<file path="src/rtl/sdtg_pkg.sv">
package sdtg_pkg;

    typedef enum logic [2:0] {
        CMD_NOP = 3'd0,
        CMD_ACT = 3'd1,
        CMD_RD  = 3'd2,
        CMD_WR  = 3'd3,
        CMD_PRE = 3'd4,
        CMD_REF = 3'd5
    } cmd_e;

    // Field widths and positions inside the timing word.
    localparam int RFC_W   = 5;
    localparam int RP_W    = 3;
    localparam int RCD_W   = 3;
    localparam int WR_W    = 3;
    localparam int RAS_W   = 4;
    localparam int RC_W    = 4;
    localparam int RRD_W   = 3;

    localparam int RFC_LSB = 27;
    localparam int RP_LSB  = 24;
    localparam int RCD_LSB = 20;
    localparam int WR_LSB  = 16;
    localparam int RAS_LSB = 12;
    localparam int RC_LSB  = 8;
    localparam int RRD_LSB = 4;

    localparam logic [31:0] CFG_RESET = 32'h4221_5810;
    localparam logic [31:0] CFG_RSV   = 32'h0088_008F;

    typedef struct packed {
        logic [RFC_W-1:0] rfc;
        logic [RP_W-1:0]  rp;
        logic [RCD_W-1:0] rcd;
        logic [WR_W-1:0]  wr;
        logic [RAS_W-1:0] ras;
        logic [RC_W-1:0]  rc;
        logic [RRD_W-1:0] rrd;
    } tcfg_t;

endpackage

</file>
<file path="src/rtl/sdtg_countdown.sv">
module sdtg_countdown #(
    parameter int W = 4
) (
    input  logic         clk,
    input  logic         rst_n,
    input  logic         load,
    input  logic [W-1:0] load_val,
    output logic         expired
);

    logic [W-1:0] cnt_q;

    always_ff @(posedge clk or negedge rst_n) begin
        if (!rst_n) begin
            cnt_q <= '0;
        end else if (load) begin
            cnt_q <= load_val;
        end else if (cnt_q != '0) begin
            cnt_q <= cnt_q - 1'b1;
        end
    end

    assign expired = (cnt_q == '0);

endmodule

</file>
<file path="src/rtl/sdtg_cfg_reg.sv">
module sdtg_cfg_reg
    import sdtg_pkg::*;
(
    input  logic        clk,
    input  logic        rst_n,
    input  logic        wr_en,
    input  logic [31:0] wr_data,
    output logic [31:0] word,
    output tcfg_t       tcfg
);

    logic [31:0] word_q;

    always_ff @(posedge clk or negedge rst_n) begin
        if (!rst_n) begin
            word_q <= CFG_RESET;
        end else if (wr_en) begin
            word_q <= wr_data & ~CFG_RSV;
        end
    end

    assign word     = word_q;
    assign tcfg.rfc = word_q[RFC_LSB +: RFC_W];
    assign tcfg.rp  = word_q[RP_LSB  +: RP_W];
    assign tcfg.rcd = word_q[RCD_LSB +: RCD_W];
    assign tcfg.wr  = word_q[WR_LSB  +: WR_W];
    assign tcfg.ras = word_q[RAS_LSB +: RAS_W];
    assign tcfg.rc  = word_q[RC_LSB  +: RC_W];
    assign tcfg.rrd = word_q[RRD_LSB +: RRD_W];

endmodule

</file>
<file path="src/rtl/sdtg_bank_timers.sv">
module sdtg_bank_timers
    import sdtg_pkg::*;
#(
    parameter  int NUM_BANKS = 4,
    localparam int BANK_W    = (NUM_BANKS > 1) ? $clog2(NUM_BANKS) : 1
) (
    input  logic                 clk,
    input  logic                 rst_n,
    input  logic                 grant,
    input  logic [2:0]           cmd,
    input  logic [BANK_W-1:0]    bank,
    input  logic [RP_W-1:0]      f_rp,
    input  logic [RCD_W-1:0]     f_rcd,
    input  logic [WR_W-1:0]      f_wr,
    input  logic [RAS_W-1:0]     f_ras,
    input  logic [RC_W-1:0]      f_rc,
    input  logic [RRD_W-1:0]     f_rrd,
    output logic [NUM_BANKS-1:0] rcd_ok,
    output logic [NUM_BANKS-1:0] ras_ok,
    output logic [NUM_BANKS-1:0] rc_ok,
    output logic [NUM_BANKS-1:0] rrd_ok,
    output logic [NUM_BANKS-1:0] wr_ok,
    output logic [NUM_BANKS-1:0] rp_ok
);

    for (genvar b = 0; b < NUM_BANKS; b++) begin : g_bank
        logic hit;
        logic act_g;
        logic wr_g;
        logic pre_g;

        assign hit   = grant && (bank == BANK_W'(b));
        assign act_g = hit && (cmd == CMD_ACT);
        assign wr_g  = hit && (cmd == CMD_WR);
        assign pre_g = hit && (cmd == CMD_PRE);

        sdtg_countdown #(.W(RCD_W)) u_rcd (
            .clk(clk), .rst_n(rst_n), .load(act_g), .load_val(f_rcd), .expired(rcd_ok[b])
        );
        sdtg_countdown #(.W(RAS_W)) u_ras (
            .clk(clk), .rst_n(rst_n), .load(act_g), .load_val(f_ras), .expired(ras_ok[b])
        );
        sdtg_countdown #(.W(RC_W)) u_rc (
            .clk(clk), .rst_n(rst_n), .load(act_g), .load_val(f_rc), .expired(rc_ok[b])
        );
        sdtg_countdown #(.W(RRD_W)) u_rrd (
            .clk(clk), .rst_n(rst_n), .load(act_g), .load_val(f_rrd), .expired(rrd_ok[b])
        );
        sdtg_countdown #(.W(WR_W)) u_wr (
            .clk(clk), .rst_n(rst_n), .load(wr_g), .load_val(f_wr), .expired(wr_ok[b])
        );
        sdtg_countdown #(.W(RP_W)) u_rp (
            .clk(clk), .rst_n(rst_n), .load(pre_g), .load_val(f_rp), .expired(rp_ok[b])
        );
    end

endmodule

</file>
<file path="src/rtl/sdram_timing_guard.sv">
module sdram_timing_guard
    import sdtg_pkg::*;
#(
    parameter  int NUM_BANKS = 4,
    localparam int BANK_W    = (NUM_BANKS > 1) ? $clog2(NUM_BANKS) : 1
) (
    input  logic              clk,
    input  logic              rst_n,
    input  logic              cfg_wr_en,
    input  logic [31:0]       cfg_wr_data,
    output logic [31:0]       cfg_rd_data,
    input  logic              req_valid,
    input  logic [2:0]        req_cmd,
    input  logic [BANK_W-1:0] req_bank,
    output logic              grant
);

    tcfg_t                tcfg;
    logic [NUM_BANKS-1:0] rcd_ok;
    logic [NUM_BANKS-1:0] ras_ok;
    logic [NUM_BANKS-1:0] rc_ok;
    logic [NUM_BANKS-1:0] rrd_ok;
    logic [NUM_BANKS-1:0] wr_ok;
    logic [NUM_BANKS-1:0] rp_ok;
    logic [NUM_BANKS-1:0] own_bank;
    logic                 rfc_ok;
    logic                 legal;

    sdtg_cfg_reg u_cfg (
        .clk     (clk),
        .rst_n   (rst_n),
        .wr_en   (cfg_wr_en),
        .wr_data (cfg_wr_data),
        .word    (cfg_rd_data),
        .tcfg    (tcfg)
    );

    sdtg_bank_timers #(.NUM_BANKS(NUM_BANKS)) u_banks (
        .clk    (clk),
        .rst_n  (rst_n),
        .grant  (grant),
        .cmd    (req_cmd),
        .bank   (req_bank),
        .f_rp   (tcfg.rp),
        .f_rcd  (tcfg.rcd),
        .f_wr   (tcfg.wr),
        .f_ras  (tcfg.ras),
        .f_rc   (tcfg.rc),
        .f_rrd  (tcfg.rrd),
        .rcd_ok (rcd_ok),
        .ras_ok (ras_ok),
        .rc_ok  (rc_ok),
        .rrd_ok (rrd_ok),
        .wr_ok  (wr_ok),
        .rp_ok  (rp_ok)
    );

    sdtg_countdown #(.W(RFC_W)) u_rfc (
        .clk      (clk),
        .rst_n    (rst_n),
        .load     (grant && (req_cmd == CMD_REF)),
        .load_val (tcfg.rfc),
        .expired  (rfc_ok)
    );

    // One-hot of the requested bank, used to exclude it from the
    // other-bank activate spacing.
    always_comb begin
        own_bank           = '0;
        own_bank[req_bank] = 1'b1;
    end

    always_comb begin
        legal = 1'b0;
        unique case (req_cmd)
            CMD_ACT:        legal = rc_ok[req_bank] && rp_ok[req_bank]
                                    && (&(rrd_ok | own_bank));
            CMD_RD, CMD_WR: legal = rcd_ok[req_bank];
            CMD_PRE:        legal = ras_ok[req_bank] && wr_ok[req_bank];
            CMD_REF:        legal = rfc_ok && (&rp_ok);
            default:        legal = 1'b0;
        endcase
    end

    assign grant = req_valid && legal;

endmodule

</file>
<file path="config.mk">
export PLATFORM = sky130hd
export DESIGN_NAME = sdram_timing_guard
export DESIGN_NICKNAME = d
export VERILOG_FILES = /design/src/rtl/sdtg_pkg.sv /design/src/rtl/sdtg_countdown.sv /design/src/rtl/sdtg_cfg_reg.sv /design/src/rtl/sdtg_bank_timers.sv /design/src/rtl/sdram_timing_guard.sv
export SDC_FILE = /design/constraint.sdc
export NUM_CORES = 1
export LEC_CHECK = 0
export ABC_CLOCK_PERIOD_IN_PS = 4000
export BUFFER_PORTS_ARGS = -buffer_cell sky130_fd_sc_hd__buf_2
export CAP_MARGIN = 25
export CORE_MARGIN = 2
export CORE_UTILIZATION = 53
export DETAILED_ROUTE_END_ITERATION = 10
export PLACE_DENSITY_LB_ADDON = 0.05
export SYNTH_ARGS = -nofsm -noshare
export SYNTH_HDL_FRONTEND = slang
export SYNTH_SLANG_ARGS = --single-unit
</file>
<file path="constraint.sdc">
create_clock -name clk -period 4 [get_ports clk]
set_clock_uncertainty 0.15 [all_clocks]
set_input_delay 0.4 -clock clk [delete_from_list [all_inputs] [get_ports clk]]
set_output_delay 0.4 -clock clk [all_outputs]
set_load 0.01 [all_outputs]
</file>
==> results of run 1 <==
-- cell type report --
class / instances / area (um2)
well taps: 172 / 215
inverters: 61 / 229
repair buffers: 65 / 373
multi-input cells: 403 / 3680
flip-flops and latches: 110 / 2760
diodes: 1 / 2.50
fillers: 1056 / 4970
clock inverters: 4 / 95.1
clock buffers: 12 / 246
-- cells by family after synthesis --
| group | count (synthesis) |
|---|---|
| AOI/OAI and AO/OA | 67 |
| xor gates and xnor gates | 27 |
| adders and majority gates | 46 |
| buffers and inverters | 84 |
| DFF | 110 |
| muxes | 121 |
| other | 1 |
| and+or+nand+nor | 135 |
-- per-stage QoR --
step,power [W],hold slack (ns),utilization [%],instance area (um2),cells
after floorplan,0.00408,-0.0456,-,6830,597
after global placement,0.00440,0.356,57.3,7200,808
after detailed placement,0.00456,0.180,57.5,7230,809
after CTS,0.00563,0.102,60.3,7580,826
after global routing,0.00609,0.104,60.4,7600,827
final,0.00557,0.117,60.5,7600,828
-- how the worst max path moves through the flow --
stage / startpoint / endpoint / slack, ns / cells past startpoint
2_1_floorplan: u_rfc.cnt_q[0]$_DFFE_PN0P_ / grant / 1.14 / 10
3_3_place_gp: u_rfc.cnt_q[0]$_DFFE_PN0P_ / u_banks.g_bank[0].u_ras.cnt_q[1]$_DFFE_PN0P_ / 0.43 / 8
3_5_place_dp: u_banks.g_bank[0].u_rc.cnt_q[0]$_DFFE_PN0P_ / u_banks.g_bank[0].u_ras.cnt_q[2]$_DFFE_PN0P_ / 0.36 / 8
4_1_cts: u_banks.g_bank[0].u_rc.cnt_q[0]$_DFFE_PN0P_ / u_banks.g_bank[0].u_ras.cnt_q[2]$_DFFE_PN0P_ / 0.33 / 8
5_1_grt: u_banks.g_bank[0].u_rc.cnt_q[0]$_DFFE_PN0P_ / u_banks.g_bank[3].u_ras.cnt_q[3]$_DFFE_PN0P_ / 0.21 / 8
6_report: u_banks.g_bank[0].u_rc.cnt_q[0]$_DFFE_PN0P_ / u_banks.g_bank[3].u_ras.cnt_q[3]$_DFFE_PN0P_ / 0.40 / 8
-- flip-flops by register name (all words and copies together), names as in the netlist --
register	count
u_cfg.word	25
u_banks.g_bank.u_ras.cnt_q	16
u_banks.g_bank.u_rc.cnt_q	16
u_banks.g_bank.u_rcd.cnt_q	12
u_banks.g_bank.u_rp.cnt_q	12
u_banks.g_bank.u_rrd.cnt_q	12
u_banks.g_bank.u_wr.cnt_q	12
u_rfc.cnt_q	5
-- critical path, delay by kind of cell, from the launching register on --
family / cells / cell delay, ns
AOI/OAI and AO/OA: 3 / 1.46
adders and majority gates: 1 / 0.18
buffers and inverters: 1 / 0.11
DFF: 1 / 0.38
muxes: 1 / 0.50
and+or+nand+nor: 2 / 0.68
-- per-layer routing --
metal / global-route usage, % / vias to the layer above
li1: - / 2133
met1: 25.8 / 2130
met2: 33.6 / 64
met3: 5.45 / 14
met4: 6.02 / 0
met5: 0 / -
-- layout by cell type (no fill, tap or decap), types with 2 or more instances in the layout --
master,n
dfrtp_1,102
mux2_2,77
inv_1,61
buf_2,58
ha_1,46
nor2_1,40
mux2_4,33
a21oi_1,27
xnor2_1,25
nand2b_1,22
nand2_1,14
nor3_1,14
o21ai_0,11
mux2i_1,10
clkbuf_16,9
nor2b_1,8
o41ai_1,8
nand3_1,8
dfstp_2,8
conb_1,7
nor3b_1,5
or3b_2,5
nand4_4,5
o2111ai_4,4
o2111ai_2,4
or3_1,4
a21o_1,4
buf_4,4
bufinv_16,3
a32oi_1,2
o22ai_1,2
xor2_1,2
clkbuf_1,2
-- power breakdown --
group / leakage [nW] / internal [W] / switching (W)
combinational: 2.11 / 0.00151 / 0.00113
sequential: 1.29 / 0.00161 / 0.000291
clock: 0.167 / 0.000629 / 0.000398
==> flow_metrics.env, run 1 <==
export IMPL_status="completed"
export IMPL_antenna_found_initial=0
export IMPL_synth_area_leaders="dfrtp_1 (38%), mux2_2 (13%), ha_1 (8.5%)"
export IMPL_hp_class="primary input to flip-flop"
export IMPL_postCtsSetupRepairBufs=0
export IMPL_worstHoldPathCells=3
export IMPL_met1_length_um=5920
export IMPL_syn_to_final_growth_pct=11.7
export IMPL_gp_congestion=0.829
export IMPL_hold_end="u_cfg.word[29]$_DFFE_PN0P_"
export IMPL_nets=737
export IMPL_crit_required_ns=4.08
export IMPL_portBuffers=59
export IMPL_grt_pass1_vias=4539
export IMPL_crit_fanout=14
export IMPL_cp_arrival_ns=3.69
export IMPL_avgSynthCellArea_um2=11.5
export IMPL_die_x_um=117
export IMPL_p_leak_nw=3.57
export IMPL_rr_worst_depth=8
export IMPL_synth_cell_types=50
export IMPL_hold_viol_final=0
export IMPL_die_h_um=117
export IMPL_met3_length_um=469
export IMPL_wire_per_inst_um=15.5
export IMPL_io_pins=74
export IMPL_r2r_end="u_banks.g_bank[3].u_ras.cnt_q[3]$_DFFE_PN0P_"
export IMPL_path_clk_slew_ns=0.07
export IMPL_synth_area_mux_share_pct=21.8
export IMPL_synth_top_family_by_area="multiplexers"
export IMPL_clock_sinks=110
export IMPL_initial_core_util_pct=54.2
export IMPL_insertion_delay_ns=0.35
export IMPL_drv_slew=0
export IMPL_drtAntennaViolNets=0
export IMPL_synthAdderAreaFrac_pct=8.46
export IMPL_yosys_area_top_type="dfrtp_1"
export IMPL_ys_seq_area_share_pct=40.6
export IMPL_drive_gt1_share_pct=33.7
export IMPL_criticalPathCategory="flip-flop to flip-flop"
export IMPL_slowest_delay_ns=0.68
export IMPL_synth_edff_count=0
export IMPL_netlist_area_um2=6810
export IMPL_yosys_area_top_type_share_pct=37.5
export IMPL_ys_seq_elements=110
export IMPL_synth_compound_area_share_pct=8.03
export IMPL_final_period_utilization_pct=90.1
export IMPL_grt_pass1_wl_um=22200
export IMPL_max_freq_ghz=0.278
export IMPL_hpwl_um=9440
export IMPL_synthXorXnorAreaFrac_pct=3.47
export IMPL_viasPerCell=5.24
export IMPL_ir_drop_v=0.000384
export IMPL_r2r_start="u_banks.g_bank[0].u_rc.cnt_q[0]$_DFFE_PN0P_"
export IMPL_post_cts_resized=0
export IMPL_setup_tns_ns=0
export IMPL_netlist_instances=591
export IMPL_drv_cap=0
export IMPL_first_pass_iters=4
export IMPL_wirelength_um=12800
export IMPL_ys_async_sr_fraction_pct=100
export IMPL_core_area_um2=12600
export IMPL_top_layer="met4"
export IMPL_worst_pin_slew_ns=1.00
export IMPL_r2r_setup_slack_ns=0.40
export IMPL_wl_met2_um=6240
export IMPL_cts_tree="done"
export IMPL_htreeDepth=3
export IMPL_cts_max_path_buffers=2
export IMPL_start_kind="flip-flop"
export IMPL_drtIter0Drc=185
export IMPL_post_route_min_period_ns=3.60
export IMPL_rsz0062_at_grt="false"
export IMPL_slowest_stage="o21bai_4"
export IMPL_end_kind="flip-flop"
export IMPL_drc_errors=0
export IMPL_die_area_um2=13800
export IMPL_vias=4341
export IMPL_synth_top_cells_by_count="dfrtp_1 (102), mux2_2 (77), inv_1 (61)"
export IMPL_place_ws_ns=0.360
export IMPL_cts_buffers=9
export IMPL_root_buffer="clkbuf_16"
export IMPL_yosysMostFrequentCell="dfrtp_1"
export IMPL_hp_start="cfg_wr_data[29]"
export IMPL_power_density_nw_per_um2=733
export IMPL_synthSimpleGateAreaFrac_pct=11.8
export IMPL_grt_max_degree=59
export IMPL_ys_warn_count=0
export IMPL_crit_chain="inv_1 -> ha_1 -> or3b_2 -> nor3_1 -> o2111ai_1 -> o21bai_4 -> o2111ai_2 -> mux2_4"
export IMPL_std_cell_rows=41
export IMPL_timing_slew_headroom_pct=33.2
export IMPL_setup_violations=0
export IMPL_synth_main_ff_cell="dfrtp_1"
export IMPL_setup_ws_ns=0.397
export IMPL_cts_hold_buf=1
export IMPL_grtUsageTotal_pct=20.2
export IMPL_grt_ovfl_total=0
(Power assumes the default switching activity.)
==> run 2: changes to the inputs <==
ABC_CLOCK_PERIOD_IN_PS = 2900   (was 4000)
GPL_ROUTABILITY_DRIVEN = 0   (was unset)
clock period = 2.9 ns   (was 4 ns; I/O delays follow)
==> run 2 against run 1 <==
Net effect: the flow now finishes with violations (negative setup slack); setup slack worse by 0.50 ns; non-clock buffer count up 26; sequential cell count unchanged; power up 38%; clock power up 20%; combinational power up 44%; critical path depth up 2; first-iteration DRC count up 26%; sequential power up 38%; die area unchanged.
==> flow_metrics.env, run 2 (synthesis results as in run 1) <==
export IMPL_mostFrequentLayoutCell="dfrtp_1"
export IMPL_std_cell_rows=41
export IMPL_p_leak_nw=3.69
export IMPL_htreeDepth=3
export IMPL_viasPerCell=5.20
export IMPL_io_pins=74
export IMPL_first_pass_iters=5
export IMPL_die_x_um=117
export IMPL_status="complete, but fails checks"
export IMPL_ir_drop_v=0.000477
export IMPL_drive_gt1_share_pct=37.3
export IMPL_criticalPathCategory="flip-flop to output pin"
export IMPL_final_cells=853
export IMPL_setup_tns_ns=-1.10
export IMPL_start_kind="flip-flop"
export IMPL_syn_to_final_growth_pct=15.2
export IMPL_hp_class="primary input to flip-flop"
export IMPL_vias=4439
export IMPL_antennaDiodeCount=0
export IMPL_hpwl_um=9360
export IMPL_post_route_min_period_ns=3.01
export IMPL_core_area_um2=12600
export IMPL_wirelength_um=13200
export IMPL_clock_sinks=110
export IMPL_grt_pass1_vias=4620
export IMPL_placed_cell_area_um2=7380
export IMPL_path_clk_slew_ns=0.07
export IMPL_cts_buffers=9
export IMPL_finalPower_w=0.00768
export IMPL_drv_cap=0
export IMPL_die_h_um=117
export IMPL_crit_fanout=2
export IMPL_power_density_nw_per_um2=979
export IMPL_drtIter0Drc=234
export IMPL_max_freq_ghz=0.333
export IMPL_hold_viol_final=0
export IMPL_rsz0062_at_grt="true"
export IMPL_insertion_delay_ns=0.35
export IMPL_timing_slew_headroom_pct=50.9
export IMPL_hold_worst_slack_ns=0.0143
export IMPL_portBuffers=59
export IMPL_wire_per_inst_um=15.5
export IMPL_regArea_um2=2760
export IMPL_grt_max_degree=73
export IMPL_root_buffer="clkbuf_16"
export IMPL_worst_pin_slew_ns=0.737
export IMPL_end_kind="output pin"
export IMPL_antenna_found_initial=0
export IMPL_grt_pass1_wl_um=22300
export IMPL_grtUsageTotal_pct=20.4
export IMPL_most_common_layout_cells="dfrtp_1 (102), mux2_2 (77), buf_2 (58)"
export IMPL_final_period_utilization_pct=104
export IMPL_grt_ovfl_total=0
export IMPL_drv_slew=0
export IMPL_drtAntennaViolNets=0
export IMPL_setup_ws_ns=-0.105
export IMPL_initial_core_util_pct=54.2
export IMPL_cts_max_path_buffers=2
export IMPL_setup_violations=37
export IMPL_die_area_um2=13800
export IMPL_nets=763
export IMPL_stdcell_area_um2=7840
export IMPL_largest_register_ffs=25
export IMPL_fill_cells=1042
export IMPL_multiInputGateArea_um2=3730
export IMPL_crit_required_ns=2.46
export IMPL_drc_errors=0
export IMPL_cp_arrival_ns=2.57
export IMPL_placed_cells=823
export IMPL_violations="negative setup slack"
export IMPL_cts_tree="done"
run 2: through the flow:
step           setup slack [ns]  utilization, %
2_1_floorplan             0.126               -
3_3_place_gp             0.0619            58.7
3_5_place_dp             0.0211            58.7
4_1_cts                  -0.107            62.2
5_1_grt                  -0.215            62.4
6_report                 -0.105            62.4
run 2: layout make-up:
| class | instances | share of cell area [%] |
|---|---|---|
| Inverter | 61 | 2.92 |
| Tap cell | 172 | 2.74 |
| Clock buffer | 14 | 3.24 |
| Clock inverter | 2 | 0.447 |
| Sequential cell | 110 | 35.2 |
| Multi-Input combinational cell | 403 | 47.5 |
| Timing Repair Buffer | 91 | 7.90 |
run 2: where the power goes:
group	leakage [nW]	switching [W]	internal (W)
combinational	2.25	0.00160	0.00221
clock	0.141	0.000541	0.000694
sequential	1.29	0.000407	0.00222
total	3.69	0.00255	0.00513
run 2: repair_timing:
item,in CTS,in global routing
buffers inserted,8,0
endpoints found under the setup margin,1,82
hold endpoints to repair,40,0
hold buffers,6,0
cloned,0,0
pin swaps,3,1
gates resized for setup,8,8
run 2: worst max-delay path, cell delays in order, from the launching register on:
cell,delay [ns]
dfrtp_1,0.39
inv_2,0.09
ha_4,0.14
or4b_4,0.47
or4_4,0.50
o21ai_2,0.07
o21bai_4,0.15
buf_12,0.12
nor2_4,0.04
nor2b_1,0.12
buf_2,0.13
run 2: worst paths after layout:
check                                             end  cells after the start  slack [ns]                        from
min in group asynchronous   u_cfg.word[6]$_DFFE_PN0P_                      2        0.32                       rst_n
min reg2reg                u_cfg.word[10]$_DFFE_PN0P_                      1        0.38  u_cfg.word[10]$_DFFE_PN0P_
max                                             grant                     10       -0.11  u_rfc.cnt_q[1]$_DFFE_PN0P_
max in group asynchronous  u_cfg.word[16]$_DFFE_PN1P_                      3        1.48                       rst_n
min                        u_cfg.word[17]$_DFFE_PN0P_                      2        0.01             cfg_wr_data[17]
max reg2reg                u_rfc.cnt_q[3]$_DFFE_PN0P_                     10       -0.08  u_rfc.cnt_q[1]$_DFFE_PN0P_
run 2: routing by layer:
| layer | vias up | routed length [um] | track usage, % |
|---|---|---|---|
| li1 | 2196 | - | - |
| met1 | 2155 | 6090 | 25.8 |
| met2 | 80 | 6540 | 35.1 |
| met3 | 8 | 469 | 5.20 |
| met4 | 0 | 125 | 4.97 |
| met5 | - | 0 | 0 |
